--- config.mk ---
export PLATFORM = sky130hd
export DESIGN_NAME = lrsc_unit
export DESIGN_NICKNAME = d
export VERILOG_FILES = /design/src/rtl/lrsc_unit.sv
export SDC_FILE = /design/constraint.sdc
export NUM_CORES = 1
export LEC_CHECK = 0
export BUFFER_PORTS_ARGS = -buffer_cell sky130_fd_sc_hd__buf_2
export CAP_MARGIN = 20
export CORE_MARGIN = 10
export CORE_UTILIZATION = 40
export DETAILED_ROUTE_END_ITERATION = 16
export HOLD_SLACK_MARGIN = 0.12
export PLACE_DENSITY = 0.77
export SYNTH_ARGS = -nofsm -noshare
export SYNTH_HDL_FRONTEND = slang
export SYNTH_SLANG_ARGS = --single-unit
--- constraint.sdc ---
create_clock -name clk -period 5.1 [get_ports clk]
set_input_delay 0 -clock clk [delete_from_list [all_inputs] [get_ports clk]]
set_output_delay 0 -clock clk [all_outputs]
set_load 0.02 [all_outputs]
--- src/rtl/lrsc_unit.sv ---
module lrsc_unit #(
  parameter int XLEN = 64,
  parameter int CW   = 5
) (
  input  logic            clk,
  input  logic            rst_n,
  input  logic            req_valid,
  output logic            req_ready,
  input  logic            req_sc,
  input  logic [1:0]      req_width,
  input  logic [XLEN-1:0] req_addr,
  input  logic [XLEN-1:0] req_wdata,
  input  logic            req_aq,
  input  logic            req_rl,
  input  logic            resv_clear,
  output logic            mem_req_valid,
  output logic [1:0]      mem_op,
  output logic [XLEN-1:0] mem_addr,
  output logic [XLEN-1:0] mem_wdata,
  output logic            mem_dbl,
  output logic            mem_aq,
  output logic            mem_rl,
  input  logic            mem_resp_valid,
  input  logic            mem_resp_err,
  input  logic            mem_resp_ok,
  input  logic [CW-1:0]   mem_resp_cause,
  input  logic [XLEN-1:0] mem_rdata,
  output logic            done_valid,
  output logic            done_exc,
  output logic [CW-1:0]   done_cause,
  output logic [XLEN-1:0] done_rd
);

  localparam logic [CW-1:0] C_ILLEGAL  = CW'(2);
  localparam logic [CW-1:0] C_LD_ALIGN = CW'(4);
  localparam logic [CW-1:0] C_ST_ALIGN = CW'(6);
  localparam logic [1:0] OP_RD = 2'd0;
  localparam logic [1:0] OP_EA = 2'd1;
  localparam logic [1:0] OP_WR = 2'd2;

  typedef enum logic [1:0] {S_IDLE, S_RD, S_EA, S_WR} st_t;
  st_t st;

  logic [XLEN-1:0] a_q, d_q;
  logic            dbl_q, aq_q, rl_q;
  logic            rv, rdbl;
  logic [XLEN-1:0] ra;

  wire accept = req_valid && (st == S_IDLE);
  wire legal  = req_width[1];
  wire misal  = req_width[0] ? (req_addr[2:0] != 3'b000) : (req_addr[1:0] != 2'b00);
  wire hit    = rv && (ra == req_addr) && (rdbl == req_width[0]);
  wire ok_rsp = mem_resp_valid && !mem_resp_err;
  wire [XLEN-1:0] ld_val = dbl_q ? mem_rdata
                                 : {{(XLEN-32){mem_rdata[31]}}, mem_rdata[31:0]};

  assign req_ready     = (st == S_IDLE);
  assign mem_req_valid = (st != S_IDLE);
  assign mem_op        = (st == S_WR) ? OP_WR : (st == S_EA) ? OP_EA : OP_RD;
  assign mem_addr      = a_q;
  assign mem_wdata     = dbl_q ? d_q : {{(XLEN-32){1'b0}}, d_q[31:0]};
  assign mem_dbl       = dbl_q;
  assign mem_aq        = aq_q;
  assign mem_rl        = rl_q;

  always_ff @(posedge clk) begin
    if (!rst_n) begin
      rv   <= 1'b0;
      rdbl <= 1'b0;
      ra   <= '0;
    end else if (resv_clear) begin
      rv <= 1'b0;
    end else if (st == S_RD && ok_rsp) begin
      rv   <= 1'b1;
      ra   <= a_q;
      rdbl <= dbl_q;
    end else if (st == S_WR && ok_rsp) begin
      rv <= 1'b0;
    end
  end

  always_ff @(posedge clk) begin
    if (!rst_n) begin
      st         <= S_IDLE;
      a_q        <= '0;
      d_q        <= '0;
      dbl_q      <= 1'b0;
      aq_q       <= 1'b0;
      rl_q       <= 1'b0;
      done_valid <= 1'b0;
      done_exc   <= 1'b0;
      done_cause <= '0;
      done_rd    <= '0;
    end else begin
      done_valid <= 1'b0;
      case (st)
        S_IDLE: if (accept) begin
          a_q   <= req_addr;
          d_q   <= req_wdata;
          dbl_q <= req_width[0];
          aq_q  <= req_aq;
          rl_q  <= req_rl;
          if (!legal) begin
            done_valid <= 1'b1;
            done_exc   <= 1'b1;
            done_cause <= C_ILLEGAL;
          end else if (misal) begin
            done_valid <= 1'b1;
            done_exc   <= 1'b1;
            done_cause <= req_sc ? C_ST_ALIGN : C_LD_ALIGN;
          end else if (!req_sc) begin
            st <= S_RD;
          end else if (!hit) begin
            done_valid <= 1'b1;
            done_exc   <= 1'b0;
            done_rd    <= XLEN'(1);
          end else begin
            st <= S_EA;
          end
        end
        S_RD: if (mem_resp_valid) begin
          st         <= S_IDLE;
          done_valid <= 1'b1;
          done_exc   <= mem_resp_err;
          done_cause <= mem_resp_cause;
          if (!mem_resp_err) done_rd <= ld_val;
        end
        S_EA: if (mem_resp_valid) begin
          if (mem_resp_err) begin
            st         <= S_IDLE;
            done_valid <= 1'b1;
            done_exc   <= 1'b1;
            done_cause <= mem_resp_cause;
          end else begin
            st <= S_WR;
          end
        end
        default: if (mem_resp_valid) begin
          st         <= S_IDLE;
          done_valid <= 1'b1;
          done_exc   <= mem_resp_err;
          done_cause <= mem_resp_cause;
          if (!mem_resp_err) done_rd <= mem_resp_ok ? XLEN'(0) : XLEN'(1);
        end
      endcase
    end
  end


  busy_no_ready_chk: assert property (@(posedge clk) disable iff (!rst_n)
    mem_req_valid |-> !req_ready);


  illegal_width_chk: assert property (@(posedge clk) disable iff (!rst_n)
    (accept && !req_width[1]) |=> (done_valid && done_exc && done_cause == C_ILLEGAL && !mem_req_valid));


  ld_misalign_chk: assert property (@(posedge clk) disable iff (!rst_n)
    (accept && !req_sc && req_width == 2'd3 && req_addr[2:0] != 3'b000)
      |=> (done_exc && done_cause == C_LD_ALIGN && !mem_req_valid));


  st_misalign_resv_chk: assert property (@(posedge clk) disable iff (!rst_n)
    (accept && req_sc && legal && misal && !resv_clear) |=> $stable(rv));


  sc_nohit_chk: assert property (@(posedge clk) disable iff (!rst_n)
    (accept && req_sc && legal && !misal && !rv) |=> (done_valid && !done_exc && done_rd == XLEN'(1) && !mem_req_valid));


  wr_after_ea_chk: assert property (@(posedge clk) disable iff (!rst_n)
    (mem_req_valid && mem_op == OP_WR) |-> $past(mem_req_valid && (mem_op == OP_EA || mem_op == OP_WR)));


  word_upper_zero_chk: assert property (@(posedge clk) disable iff (!rst_n)
    (mem_req_valid && mem_op == OP_WR && !mem_dbl) |-> (mem_wdata[XLEN-1:32] == '0));


  clear_drop_chk: assert property (@(posedge clk) disable iff (!rst_n)
    resv_clear |=> !rv);


  done_pulse_chk: assert property (@(posedge clk) disable iff (!rst_n)
    done_valid |=> !done_valid);

endmodule

== After elaboration in Yosys (flattened, before gate mapping) ==
Cells that the tools add are included.
Storage, ports and cells
  bits of input ports: 209
  bits in read-only memories: 0
  RAM bits: 0
  bits in latches: 0
  word-level logic and storage cells: 108
  register bits after elaboration: 270
  output and inout bits: 206
  memories kept: 0
Cells by class
  equality and inequality tests: 19
  bitwise operators: 3
  shift-type cells: 0
  $lt $le $gt $ge: 0
  multiplexer cells: 53
  multipliers: 0
  divide/modulo/power cells: 0
  $add $sub $neg: 0
  reduce and logical (&&, ||, !) cells: 20
Operators by type and width (number)
  two-way mux 64 bit: 11
  one-hot mux 64 bit (3 select lines): 1
  equality test 64 bit: 1
  two-way mux 5 bit: 6
  two-way mux 1 bit: 21
  two-way mux 2 bit: 10
  inequality test 2 bit (second input constant): 7
  AND reduction 6 bit: 2
  one-hot mux 5 bit (2 select lines): 1
  AND reduction 10 bit: 1
  nonzero test 2 bit: 4
  logical AND 1 bit: 6
  inequality test 2 x 1 -> 1 bit (second input constant): 3
  inequality test 3 x 2 -> 1 bit (second input constant): 2
  AND reduction 5 bit: 1
  equality test 2 bit (second input constant): 2
  inequality test 4 x 3 -> 1 bit (second input constant): 1
  inequality test 4 bit (second input constant): 1
  one-hot mux 1 bit (2 select lines): 2
  one-hot mux 2 bit (2 select lines): 1
  AND reduction 2 bit: 2
  NOT 1 bit: 3
  nonzero test 3 bit: 1
  equality test 2 x 1 -> 1 bit (second input constant): 1
  other kinds (4): 4

== Logic depth before layout (Yosys ltp) ==
Gate-level depths: netlist of the first run.
  word-level depth: 9
  depth in mapped cells: 11
  depth with buffers taken out: 7

== Worst setup path after synthesis of the first run ==
Ideal clock, no wire load.
  kind: register to register
  start point: register st[1]
  end point: register done_rd[10]
  data required time: 4986 ps
  period minus slack after synthesis: 2274 ps
  cell stages (with the launch flop): 11
  setup slack: 2826 ps
  arrival time: 2160 ps
  cells stage by stage: dfxtp_1 > clkbuf_1 > or2_2 > buf_2 > inv_2 > a31oi_1 > and2_1 > clkbuf_1 > clkbuf_1 > a22o_1 > a21o_1
On the way
  cells in the longest elaborated chain, start to end: 4
  elaborated cells on any way between the ends: 16
Ends and longest elaborated chain
  start: declaration: RTL line 42  | st_t st;
  start signal: assignment: RTL line 84  | st <= S_IDLE;
  start signal: assignment: RTL line 112  | st <= S_RD;
  start signal: assignment: RTL line 118  | st <= S_EA;
  logical NOT 2 bit *
  named net req_ready: RTL line 8  | output logic req_ready,
  logical AND 1 bit: RTL line 49  | wire accept = req_valid && (st == S_IDLE);
  inequality test 2 x 1 -> 1 bit (no source line)
  AND reduction 10 bit (no source line)
  end signal: assignment: RTL line 126  | if (!mem_resp_err) done_rd <= ld_val;
  end signal: assignment: RTL line 143  | if (!mem_resp_err) done_rd <= mem_resp_ok ? XLEN'(0) : XLEN'(1);
  end: declaration: RTL line 31  | output logic [XLEN-1:0] done_rd
The timed path passes the listed nets; every way through them passes the cells marked *.
A chain may end at the register's enable or synchronous reset.

== Final worst setup path of the first run ==
  start point: register st[1]
  end point: register done_cause[3]
On the way
  cells in the longest elaborated chain, start to end: 4
  elaborated cells on any way between the ends: 10
Ends and longest elaborated chain
  logical NOT 2 bit: RTL line 49, 96
  logical AND 1 bit: RTL line 49
  inequality test 2 x 1 -> 1 bit (no source line)
  AND reduction 5 bit (no source line)
  end signal: assignment: RTL line 110  | done_cause <= req_sc ? C_ST_ALIGN : C_LD_ALIGN;
  end signal: assignment: RTL line 125  | done_cause <= mem_resp_cause;
  end signal: assignment: RTL line 133  | done_cause <= mem_resp_cause;
  end: declaration: RTL line 30  | output logic [CW-1:0] done_cause,
Parallel ways exist; a longest one is shown, timed or not.

==> flow_summary.toml, run 1 <==
[timing]
period_share_pct = 78.4
relSlewSlack_pct = 27.0
fin_tns_setup_ns = 0
finalClockSkew_ns = 0.0265
hold_viol_final = 0
rsz0062_at_grt = "no"
setup_viol = 0
slew_violations = 0
finalWorstPathRequiredPeriod_ns = 4.00
fmax_mhz = 250
tightest_slew_ns = 1.10
layout_setup_ws_ns = 1.10

[yosys]
netlist.area_leader.share_pct = 46.7
synthCells = 1375
ys_ff_latch = 270
synth_nets = 1584
syn_avg_cell_area_um2 = 8.42
yosys.area.top_type = "dfxtp_1"
synth_edf_count = 0
synth_seq_area_share_pct = 46.7
async_flop_share_pct = 0
synthFlopType = "dfxtp_1"
ys_warn_count = 0
synth_area_leaders = "dfxtp_1 47%, nand2_1 14%, a21boi_0 13%"
synth.most_common_cell = "nand2_1"
synth_area_mm2 = 0.0116
synth_cell_types = 46
synth_commonest_cells = "433 x nand2_1, 270 x dfxtp_1, 196 x a21boi_0"

[drt]
drc = 0
viasPerCell = 5.18
routedWlPerCell_um = 19.6
firstDrtPassIters = 5
drtAntennaViolNets = 0
drt-total-wl_um = 46800
num_vias = 12370
drt_iter0_markers = 810

[run_status]
status = "finished clean"

[placed_design]
dp_hpwl_um = 28400
dp_slack_ns = 1.94
portBuffers = 414
place_congestion = 0.849

[global_routing]
grt-ovfl-total = 0
grt_max_degree = 137
grt_pass1_wl_um = 71100
antenna_found_initial = 7
grt_pass1_vias = 12718
grt.total_usage_pct = 24.3

[clock_tree]
cts_root_buf = "clkbuf_16"
cts.sinks = 270
cts_buffers = 29
cts.clk_slew.worst_paths_ns = 0.06
post_cts_buffers = 0
cts_tree = "done"
htreeDepth = 1
clk_path_buf_depth = 3
clk_latency_ns = 0.57

[critical_path]
cpMostUsedCell = "dlygate4sd3_1"
cp_slowest_cell = "and2_4"
crit_chain = "or2_2 > inv_2 > and2_4 > o21ai_1 > a22oi_1 > dlygate4sd3_1 > nor2b_1 > dlygate4sd3_1"
cp_top_family = "buffers and inverters"
crit_required_ns = 5.53
slowest_delay_ns = 0.88
crit_type = "flip-flop to flip-flop"
cp-end-kind = "flip-flop"
cp_data_arrival_time_ns = 4.43
crit_fanout = 92
cp-start-kind = "flip-flop"
path_buf_inv = 3

[floorplan]
die_x_um = 190
die-area_mm2 = 0.0362
io_pins = 415
row_count = 62
die_h_um = 190
start_util_pct = 40.5
core_area_mm2 = 0.0286

[power]
vdd_ir_drop_max_mv = 0.278
pwr_density_cell_mw_per_mm2 = 290
leakage_uw = 0.00824

[final_layout]
nFillCells = 2192
syn_to_final_growth_pct = 50.0
nets = 2185
drive_gt1_share_pct = 24.6

[min_path]
min_path_type = "primary input to flip-flop"

[job]
maxCapViolCount = 0
-- where the power goes --
group	total [µW]	internal [µW]	switching [µW]
Combinational	684	319	365
Clock	2140	1240	897
Sequential	2220	2180	45.2
Total	5040	3730	1310
-- metrics by stage --
step                      hold WS [ns]  instances  area [µm²]  total power (µW)  util, %
final                            0.247       2390       17400              5040     60.7
after global routing             0.249       2388       17400              5210     60.7
after CTS                        0.219       2379       17300              5040     60.4
after detailed placement         0.215       2050       13600              2760     47.4
after global placement           0.213       2049       13500              2750     47.3
after floorplan                 0.0761       1375       11600              2550        -
-- cell families after synthesis --
kind of cell / synth area share, %
and+or+nand+nor: 18.4
AOI/OAI and AO/OA: 24.0
DFF: 46.7
buffers and inverters: 6.18
xor gates and xnor gates: 4.60
muxes: 0.173
-- layer usage --
| layer | wire length (µm) | track usage [%] | part of all wire, % |
|---|---|---|---|
| met1 | 16800 | 26.0 | 36 |
| met2 | 22900 | 42.2 | 49 |
| met3 | 4410 | 7.18 | 9.4 |
| met4 | 2700 | 13.6 | 5.8 |
| met5 | 0 | 0 | 0 |
-- repair_timing --
action	CTS	global route
endpoints found under the hold margin	206	0
resized for setup	0	0
hold buffers	277	0
-- path summary, 6_finish.rpt --
path,endpoint,slack (ns),cells after the start,start
max,done_cause[3],1.10,8,st[1]
min,d_q[57],0.25,4,req_wdata[57]
max reg2reg,done_cause[3],1.10,8,st[1]
min reg2reg,d_q[55],0.46,2,d_q[55]
-- cells in the final DEF, fill, tap and decap left out, drive strengths merged, types with 3 or more instances in the layout --
master,n
inv,10
clkinv,7
a22o,31
xor2,39
dfxtp,270
nor2b,5
nand3,4
o21ai,44
clkbuf,39
dlygate4sd3,277
diode,9
a21oi,36
clkinvlp,3
a21boi,196
nand2,433
a22oi,3
xnor2,21
nor4,14
a21o,63
nor2,5
buf,425
nand4,6
and2,39
-- registers in the layout, indices dropped and copies added (netlist names) --
register	flops
d_q	64
done_cause	5
done_exc	1
done_rd	64
done_valid	1
mem_addr	64
mem_aq	1
mem_dbl	1
mem_rl	1
ra	64
rdbl	1
rv	1
st	2
-- final cells by class --
type / instances / area (µm²) / area share, %
multi-input combinational: 964 / 5480 / 31.6
inverter: 9 / 33.8 / 0.194
antenna: 9 / 22.5 / 0.130
tap: 384 / 480 / 2.76
sequential: 270 / 5410 / 31.1
timing repair buffer: 702 / 4980 / 28.6
clock buffer: 39 / 823 / 4.74
clock inverter: 13 / 149 / 0.857
-- worst min-delay path: cells and delay by family --
kind            cells  cell delay (ns)
compound gates      1             0.06
simple gates        1             0.05
buf+inv             2             0.65
No activity file was read; power rests on OpenSTA's default activity.
==> run 2: changes to the inputs <==
Settings changed: PLACE_DENSITY 0.77 to 0.79.
Clock period 5.1 ns to 3.6 ns, I/O delays scaled along.
==> flow_summary.toml, run 2 (synthesized netlist as in run 1, its figures left out) <==
[critical_path]
cp_data_arrival_time_ns = 3.75
crit_required_ns = 4.09
rr_startpoint = "st[1]"
reg2reg_depth = 8
crit_end = "done_cause[0]"
cpMostUsedCell = "dlygate4sd3_1"
rrSetupSlack_ns = 0.34
cp-end-kind = "flip-flop"
crit_fanout = 10
cp-startpoint = "st[1]"
cp-start-kind = "flip-flop"
reg2reg_to = "done_cause[0]"
cp_slowest_cell = "dlygate4sd3_1"
slowest_delay_ns = 0.62
crit_chain = "or2_2 > inv_2 > and2_4 > o21ai_1 > a22oi_1 > dlygate4sd3_1 > nor2b_1 > dlygate4sd3_1"
crit_type = "flip-flop to flip-flop"

[clock_tree]
cts_tree = "done"
cts_buffers = 29
cts_resized = 0
clk_latency_ns = 0.55
cts_root_buf = "clkbuf_16"
clk_path_buf_depth = 3
cts.clk_slew.worst_paths_ns = 0.06
htreeDepth = 1
cts.sinks = 270

[drt]
drt-total-wl_um = 44300
firstDrtPassIters = 7
routedWlPerCell_um = 19.0
drc = 0
num_vias = 12009
viasPerCell = 5.14
drt_iter0_markers = 776
drtAntennaViolNets = 0

[power]
leakage_uw = 0.00791
vdd_ir_drop_max_mv = 0.381
pwr_density_cell_mw_per_mm2 = 413

[timing]
finalWorstPathRequiredPeriod_ns = 3.26
fmax_mhz = 307
hold_viol_final = 0
finalClockSkew_ns = 0.0154
fin_tns_setup_ns = 0
period_share_pct = 90.5
relSlewSlack_pct = 43.2
tightest_slew_ns = 0.851
holdWs_ns = 0.209
layout_setup_ws_ns = 0.342
setup_viol = 0
rsz0062_at_grt = "no"
slew_violations = 0

[floorplan]
core_area_mm2 = 0.0286
start_util_pct = 40.5
die_x_um = 190
io_pins = 415
die_h_um = 190
row_count = 62
die-area_mm2 = 0.0362

[placed_design]
portBuffers = 414
place_congestion = 0.856
dp_slack_ns = 0.900
dp_hpwl_um = 27700

[final_layout]
nFillCells = 2230
drive_gt1_share_pct = 25.2
nets = 2135
final_common_cell = "nand2_1"
syn_to_final_growth_pct = 45.1
mostFrequentLayoutCells = "432 x nand2_1, 413 x buf_2, 269 x dfxtp_1, 225 x dlygate4sd3_1, 196 x a21boi_0"

[global_routing]
grt-ovfl-total = 0
grt_max_degree = 194
grt_pass1_wl_um = 68200
grt.total_usage_pct = 23.1
antenna_found_initial = 4
grt_pass1_vias = 12194

[min_path]
min_path_type = "primary input to flip-flop"

[run_status]
status = "finished clean"

[job]
maxCapViolCount = 0
[run 2: cell types whose count changed in the layout (fill, tap and decap cells not counted), moves of 2 or more]
cell,delta
dlygate4sd3_1,-52
buf_12,+3
clkinvlp_4,-2
buf_16,-2
clkbuf_1,+4
diode_2,-3
[run 2: repair_timing]
action | 4_1_cts | 5_1_grt
hold buffers | 225 | 0
buffers inserted | 0 | 0
hold endpoints to repair | 204 | 0
[run 2: critical path: cells and delay by family, from the launching register on]
family | cells | cell delay [ns]
flops | 1 | 0.48
simple gates | 3 | 0.65
buf+inv | 3 | 1.34
compound gates | 2 | 0.74
[run 2: through the flow]
| step | instances | power [µW] | util [%] | area, µm² |
|---|---|---|---|---|
| finish | 2338 | 6940 | 58.7 | 16800 |
| global route | 2336 | 7200 | 58.7 | 16800 |
| CTS | 2332 | 6970 | 58.7 | 16800 |
| detailed placement | 2054 | 3910 | 47.6 | 13600 |
| global placement | 2053 | 3900 | 47.5 | 13600 |
| floorplan | 1375 | 3610 | - | 11600 |
[run 2: how the worst min path moves through the flow]
stage | slack (ns) | from | cells past startpoint | endpoint
final | 0.21 | req_valid | 5 | d_q[15]
after global routing | 0.23 | req_valid | 5 | d_q[15]
after CTS | 0.20 | req_valid | 5 | done_rd[0]
after detailed placement | 0.22 | resv_clear | 2 | rv
after global placement | 0.22 | resv_clear | 2 | rv
after floorplan | 0.08 | resv_clear | 1 | rv
[run 2: report_power, final]
group / switching, µW / leakage [µW] / internal, µW
Combinational: 499 / 0.00526 / 419
Sequential: 60.8 / 0.00220 / 3080
Clock: 1220 / 0.000453 / 1660
[run 2: metal layers]
layer | vias up | GRT usage, % | wire length (µm)
li1 | 5650 | - | -
met1 | 5617 | 25.5 | 16500
met2 | 626 | 39.7 | 21500
met3 | 116 | 7.58 | 4360
met4 | 0 | 10.5 | 2000
met5 | - | 0 | 0
[run 2: final cells by class]
cell class              instances  area (µm²)  area share (%)
flip-flops and latches        270        5410            32.2
clock inverters                11        90.1           0.536
diodes                          6        15.0          0.0894
repair buffers                652        4470            26.6
well taps                     384         480            2.86
inverters                       9        33.8           0.201
multi-input cells             964        5480            32.6
clock buffers                  42         825            4.91
